## src/rtl/pmi_pkg.sv

```systemverilog
package pmi_pkg;
  // Register slots inside one group's address window
  localparam int unsigned SLOT_SEL = 0;
  localparam int unsigned SLOT_PIN = 1;
  localparam int unsigned SLOT_CMP = 2;
  localparam int unsigned GROUP_STRIDE = 4;

  typedef struct packed {
    logic sel_we;
    logic cmp_we;
    logic en_we;
    logic flag_we;
  } grp_wr_t;
endpackage

```

## src/rtl/pmi_sync.sv

```systemverilog
module pmi_sync #(
  parameter int unsigned W = 4
) (
  input  logic         clk,
  input  logic         rst_n,
  input  logic [W-1:0] d_i,
  output logic [W-1:0] q_o
);
  logic [W-1:0] stage1_q, stage2_q;
  logic [W-1:0] stage1_d, stage2_d;

  always_comb begin
    stage1_d = d_i;
    stage2_d = stage1_q;
  end

  always_ff @(posedge clk or negedge rst_n) begin
    if (!rst_n) begin
      stage1_q <= '0;
      stage2_q <= '0;
    end else begin
      stage1_q <= stage1_d;
      stage2_q <= stage2_d;
    end
  end

  assign q_o = stage2_q;
endmodule

```

## src/rtl/pmi_group.sv

```systemverilog
module pmi_group
  import pmi_pkg::*;
#(
  parameter int unsigned W = 4
) (
  input  logic         clk,
  input  logic         rst_n,
  input  logic [W-1:0] pin_s_i,
  input  grp_wr_t      wr_i,
  input  logic [W-1:0] wdata_i,
  output logic [W-1:0] sel_o,
  output logic [W-1:0] cmp_o,
  output logic         en_o,
  output logic         flag_o,
  output logic         evt_o,
  output logic         irq_o
);
  logic [W-1:0] sel_q, sel_d;
  logic [W-1:0] cmp_q, cmp_d;
  logic         en_q, en_d;
  logic         flag_q, flag_d;
  logic         match_q, match_now;
  logic         evt;
  logic [W-1:0] bit_ok;

  // A pin agrees when it is deselected or equals its reference bit
  always_comb begin
    bit_ok    = ~sel_q | ~(pin_s_i ^ cmp_q);
    match_now = &bit_ok;
    evt       = match_q & ~match_now;
  end

  always_comb begin
    sel_d  = sel_q;
    cmp_d  = cmp_q;
    en_d   = en_q;
    flag_d = flag_q;
    if (wr_i.sel_we) sel_d = wdata_i;
    if (wr_i.cmp_we) cmp_d = wdata_i;
    if (wr_i.en_we)  en_d  = wdata_i[0];
    // set dominates a same-cycle clear
    if (evt)
      flag_d = 1'b1;
    else if (wr_i.flag_we && wdata_i[0])
      flag_d = 1'b0;
  end

  always_ff @(posedge clk or negedge rst_n) begin
    if (!rst_n) begin
      sel_q   <= '0;
      cmp_q   <= '0;
      en_q    <= 1'b0;
      flag_q  <= 1'b0;
      match_q <= 1'b1;
    end else begin
      sel_q   <= sel_d;
      cmp_q   <= cmp_d;
      en_q    <= en_d;
      flag_q  <= flag_d;
      match_q <= match_now;
    end
  end

  assign sel_o  = sel_q;
  assign cmp_o  = cmp_q;
  assign en_o   = en_q;
  assign flag_o = flag_q;
  assign evt_o  = evt;
  assign irq_o  = flag_q & en_q;
endmodule

```

## src/rtl/pmi_top.sv

```systemverilog
module pmi_top
  import pmi_pkg::*;
#(
  parameter int unsigned NUM_GROUPS = 2,
  parameter int unsigned GRP_W      = 4,
  parameter int unsigned ADDR_W     = 4
) (
  input  logic                          clk,
  input  logic                          rst_n,
  input  logic [NUM_GROUPS*GRP_W-1:0]   pins_i,
  input  logic                          bus_wr_i,
  input  logic [ADDR_W-1:0]             bus_addr_i,
  input  logic [GRP_W-1:0]              bus_wdata_i,
  output logic [GRP_W-1:0]              bus_rdata_o,
  output logic [NUM_GROUPS-1:0]         irq_o
);
  localparam int unsigned PIN_W     = NUM_GROUPS * GRP_W;
  localparam int unsigned EN_BASE   = NUM_GROUPS * GROUP_STRIDE;
  localparam int unsigned FLAG_BASE = EN_BASE + NUM_GROUPS;

  // reset: asynchronous assert, synchronous release
  logic [1:0] rst_pipe_q;
  logic       rst_core_n;

  always_ff @(posedge clk or negedge rst_n) begin
    if (!rst_n) rst_pipe_q <= 2'b00;
    else        rst_pipe_q <= {rst_pipe_q[0], 1'b1};
  end
  assign rst_core_n = rst_pipe_q[1];

  logic [PIN_W-1:0]      pin_s;
  logic [PIN_W-1:0]      grp_sel;
  logic [PIN_W-1:0]      grp_cmp;
  logic [NUM_GROUPS-1:0] grp_en;
  logic [NUM_GROUPS-1:0] grp_flag;
  logic [NUM_GROUPS-1:0] grp_evt;

  pmi_sync #(.W(PIN_W)) u_sync (
    .clk   (clk),
    .rst_n (rst_core_n),
    .d_i   (pins_i),
    .q_o   (pin_s)
  );

  for (genvar g = 0; g < NUM_GROUPS; g++) begin : g_grp
    grp_wr_t wr;
    always_comb begin
      wr.sel_we  = bus_wr_i && (bus_addr_i == ADDR_W'(g*GROUP_STRIDE + SLOT_SEL));
      wr.cmp_we  = bus_wr_i && (bus_addr_i == ADDR_W'(g*GROUP_STRIDE + SLOT_CMP));
      wr.en_we   = bus_wr_i && (bus_addr_i == ADDR_W'(EN_BASE + g));
      wr.flag_we = bus_wr_i && (bus_addr_i == ADDR_W'(FLAG_BASE + g));
    end

    pmi_group #(.W(GRP_W)) u_grp (
      .clk     (clk),
      .rst_n   (rst_core_n),
      .pin_s_i (pin_s[g*GRP_W +: GRP_W]),
      .wr_i    (wr),
      .wdata_i (bus_wdata_i),
      .sel_o   (grp_sel[g*GRP_W +: GRP_W]),
      .cmp_o   (grp_cmp[g*GRP_W +: GRP_W]),
      .en_o    (grp_en[g]),
      .flag_o  (grp_flag[g]),
      .evt_o   (grp_evt[g]),
      .irq_o   (irq_o[g])
    );
  end

  always_comb begin
    bus_rdata_o = '0;
    for (int g = 0; g < NUM_GROUPS; g++) begin
      if (bus_addr_i == ADDR_W'(g*GROUP_STRIDE + SLOT_SEL))
        bus_rdata_o = grp_sel[g*GRP_W +: GRP_W];
      if (bus_addr_i == ADDR_W'(g*GROUP_STRIDE + SLOT_PIN))
        bus_rdata_o = pin_s[g*GRP_W +: GRP_W];
      if (bus_addr_i == ADDR_W'(g*GROUP_STRIDE + SLOT_CMP))
        bus_rdata_o = grp_cmp[g*GRP_W +: GRP_W];
      if (bus_addr_i == ADDR_W'(EN_BASE + g))
        bus_rdata_o = {{(GRP_W-1){1'b0}}, grp_en[g]};
      if (bus_addr_i == ADDR_W'(FLAG_BASE + g))
        bus_rdata_o = {{(GRP_W-1){1'b0}}, grp_flag[g]};
    end
  end
endmodule

```

## config.mk

```make
export PLATFORM = sky130hd
export DESIGN_NAME = pmi_top
export DESIGN_NICKNAME = d
export VERILOG_FILES = /design/src/rtl/pmi_pkg.sv /design/src/rtl/pmi_sync.sv /design/src/rtl/pmi_group.sv /design/src/rtl/pmi_top.sv
export SDC_FILE = /design/constraint.sdc
export NUM_CORES = 1
export LEC_CHECK = 0
export BUFFER_PORTS_ARGS = -buffer_cell sky130_fd_sc_hd__clkbuf_2
export CORE_ASPECT_RATIO = 0.75
export CORE_MARGIN = 5
export CORE_UTILIZATION = 45
export DETAILED_ROUTE_END_ITERATION = 7
export HOLD_SLACK_MARGIN = 0.15
export MAX_ROUTING_LAYER = met4
export PLACE_DENSITY_LB_ADDON = 0.05
export SYNTH_ARGS = -nofsm -noshare
export SYNTH_HDL_FRONTEND = slang
export SYNTH_HIERARCHICAL = 1
export SYNTH_SLANG_ARGS = --single-unit
export TNS_END_PERCENT = 100
```

## constraint.sdc

```tcl
create_clock -name clk -period 1.4 [get_ports clk]
set_clock_uncertainty 0.2 [all_clocks]
set_input_delay 0.14 -clock clk [delete_from_list [all_inputs] [get_ports clk]]
set_output_delay 0.14 -clock clk [all_outputs]
set_load 0.02 [all_outputs]
```

==> reports/results.txt <==
Detailed routing placed a total of 1.85 mm of wire on met2. For the static leakage power, the log shows 1.28 nW. After routing, the total negative slack on setup checks comes to -1460 ps.

Final hold violation count: 0. The category of cells accounting for the largest share of critical-path delay was compound AO/OA/AOI/OAI gates. For this design, the sink count on the clock tree is 40. The number of cells traversed by the worst hold path came out at 0. The run finished, with violations left. The logs give 39 for the largest net degree at the start of global routing and 605 MHz for the highest achievable clock rate. The endpoint required time on the critical path is 1380 ps. The hold path startpoint is u_sync/stage1_q[2]. The tools report the detailed-routing wirelength on met1 as 1.95 mm. Residual antenna-violating net count after detailed routing: 0.

The die covers 0.00526 mm^2. The post-layout minimum cycle time is 1650 ps. For the arrival time of the worst setup path, the log shows 1630 ps. Number of violations of the max-capacitance limit: 0. The detailed placement HPWL was 2.78 mm; the deepest level of the CTS H-tree was 2. 0 antenna diodes ended up in the layout.

The worst setup path is launched from a flop. The worst register-to-register path begins at u_sync/q_o[7]. Floorplan row count: 19.

By startpoint and endpoint, the worst setup path is classified as flop to flop. For this run, the number of Yosys warnings is 6. Power spread over the standard cell area amounts to 1270 mW/mm^2.

Overall power consumption after layout is estimated at 3.44 mW. First-pass GRT wire length: 7.07 mm. The run gives 1488 as the via count of the first global-routing pass.

The worst register-to-register path ends at g_grp[1].u_grp/flag_o. The worst register-to-register path has a setup slack of -250 ps. The vertical die dimension is 64.1 um, and the detailed-route wire length is 4.12 mm. The tightest min-delay check is of the flop to flop type. The total nets after synthesis is 163, and the synthesized area is 0.00176 mm^2.

The layout overhead on the synthesized area works out to 54.5%. The worst path setup slack after routing is -252 ps, and the stage delay of the slowest cell on the critical path is 400 ps. After detailed routing, the average wire length per cell comes to 14.6 um. CTS placed an instance of clkbuf_8 at the clock tree root.

Among the stages of the critical path, the cell type that occurs most often is buf_4. The placer congestion estimate was 0.846. The tools report the final max-slew violation count as 0. Measured in cells, the most critical reg-to-reg path has a length of 6. Fraction of final layout cells with drive strength greater than 1: 0.476. Walking the worst path, the cells encountered are buf_4 > buf_4 > xor2_1 > a22oi_1 > nand2_1 > a22o_1. The DRC marker count from the first detailed-route iteration was 39.

Across the VDD grid, the largest voltage drop is 965 uV. Setup violations remaining at the end of the flow were counted as 9. The final critical-path share of the clock period is 1.18. The number of antenna violations at the first check in global routing came out at 0. The number of nets in the layout is 250, and the die width is 82.1 um.

In the synthesized netlist, the number of instances is 144. The core region is 0.00371 mm^2. After detailed routing, the number of remaining DRC violations is 0. Detailed routing inserted a total of 1415 vias.

The run gives 25 as the boundary pin count. The worst-path maximum fanout came out at 2. Dividing the synthesized area by the synthesized cell count gives 12.2 um^2. The total congestion overflow after global routing came out at 0. The initial standard-cell utilization of the core was 0.473.

The maximum clock insertion buffer count was 2. TritonCTS built the clock tree. Setup repair after global routing could not meet its margin everywhere. The count of buffer and inverter cells on the critical path works out to 2. For the number of detailed-route iterations in the first pass, the log shows 4. Number of buffers created by CTS: 5. The highest metal layer carrying signal wires in the routed design is met4. The clock input transition at the sequential cells of the worst setup and hold paths came out at 70 ps.

STA classifies the critical path endpoint as a flop. On the critical path, the stage with the largest delay is an instance of dfrtp_1. Input and output buffers added on the ports amount to 24. The final reports fail on setup timing. Using the TritonRoute via totals, the vias-per-cell ratio works out to 5.00. Met3 wirelength from detailed routing: 242 um.

The total routing usage reported by global routing came out at 0.185. The end of the worst hold path was u_sync/q_o[2]. For the worst-skew pair, the clock arrives at the later sink with an insertion delay of 290 ps.
[worst max path at each step]
stage                                  startpoint                 endpoint  cells after the start  slack, ps
after global placement              bus_addr_i[1]  g_grp[1].u_grp/sel_o[1]                      4       -170
after detailed placement            bus_addr_i[1]           bus_rdata_o[1]                      7       -230
after global routing        g_grp[0].u_grp/flag_o           bus_rdata_o[0]                      5       -340
final                               u_sync/q_o[7]    g_grp[1].u_grp/flag_o                      6       -250
after floorplan                     bus_addr_i[0]  g_grp[1].u_grp/cmp_o[2]                      5        -20
after CTS                 g_grp[0].u_grp/sel_o[3]           bus_rdata_o[3]                      5       -250
[layer usage]
layer,vias to the layer above,GRT usage
met2,33,0.260
met3,9,0.0576
met1,687,0.248
met5,-,-
met4,0,0.0726
li1,686,-
[cell type report]
class                      instances  area [um^2]
timing repair buffer              84          678
inverter                           6         22.5
sequential                        40         1000
tap                               52         65.1
clock inverter                     2         60.1
multi-input combinational         94          815
clock buffer                       5         68.8
fill                             274          996
[report_power, final]
group          internal (mW)  total, mW  leakage [nW]  switching [mW]
clock                  0.701       1.09        0.0642           0.389
sequential              1.35       1.46         0.470           0.110
combinational          0.525      0.884         0.742           0.359
total                   2.58       3.44          1.28           0.859
[flip-flops by register name (all words and copies together) (netlist names)]
signal,cells
rst_pipe_q,2
g_grp.u_grp/match_q,2
u_sync/q_o,8
u_sync/stage1_q,8
g_grp.u_grp/flag_o,2
g_grp.u_grp/en_o,2
g_grp.u_grp/cmp_o,8
g_grp.u_grp/sel_o,8
[cell usage in the layout, fill, tap and decap left out, types with 3 or more instances in the layout]
| cell type | instances |
|---|---|
| a211oi_2 | 3 |
| a22oi_1 | 4 |
| buf_4 | 43 |
| buf_6 | 4 |
| clkbuf_2 | 18 |
| clkbuf_8 | 5 |
| dfrtp_1 | 38 |
| dlygate4sd3_1 | 15 |
| inv_1 | 6 |
| mux2_1 | 8 |
| mux2_2 | 8 |
| mux2_4 | 3 |
| mux2i_1 | 3 |
| nand2_1 | 6 |
| nand2b_1 | 3 |
| nor2_1 | 9 |
| nor3_2 | 3 |
| o21ai_1 | 5 |
| xor2_1 | 8 |
[timing repair]
item / 4_1_cts / 5_1_grt
gates resized for setup: 24 / 11
hold buffers: 15 / 0
setup buffers: 17 / 5
pin swaps: 22 / 2
setup endpoints to repair: 8 / 9
hold endpoints to repair: 66 / 0
[metrics by stage]
stage               cell area, um^2  cells  setup WS [ps]   util  hold slack, ps
floorplan                      1800    144          -17.5      -            -356
global placement               2160    240           -167  0.583            -273
detailed placement             2160    240           -226  0.583            -270
CTS                            2670    279           -254  0.720             152
global route                   2710    283           -338  0.731             158
finish                         2710    283           -252  0.731             150
No activity file was read; power rests on OpenSTA's default activity.
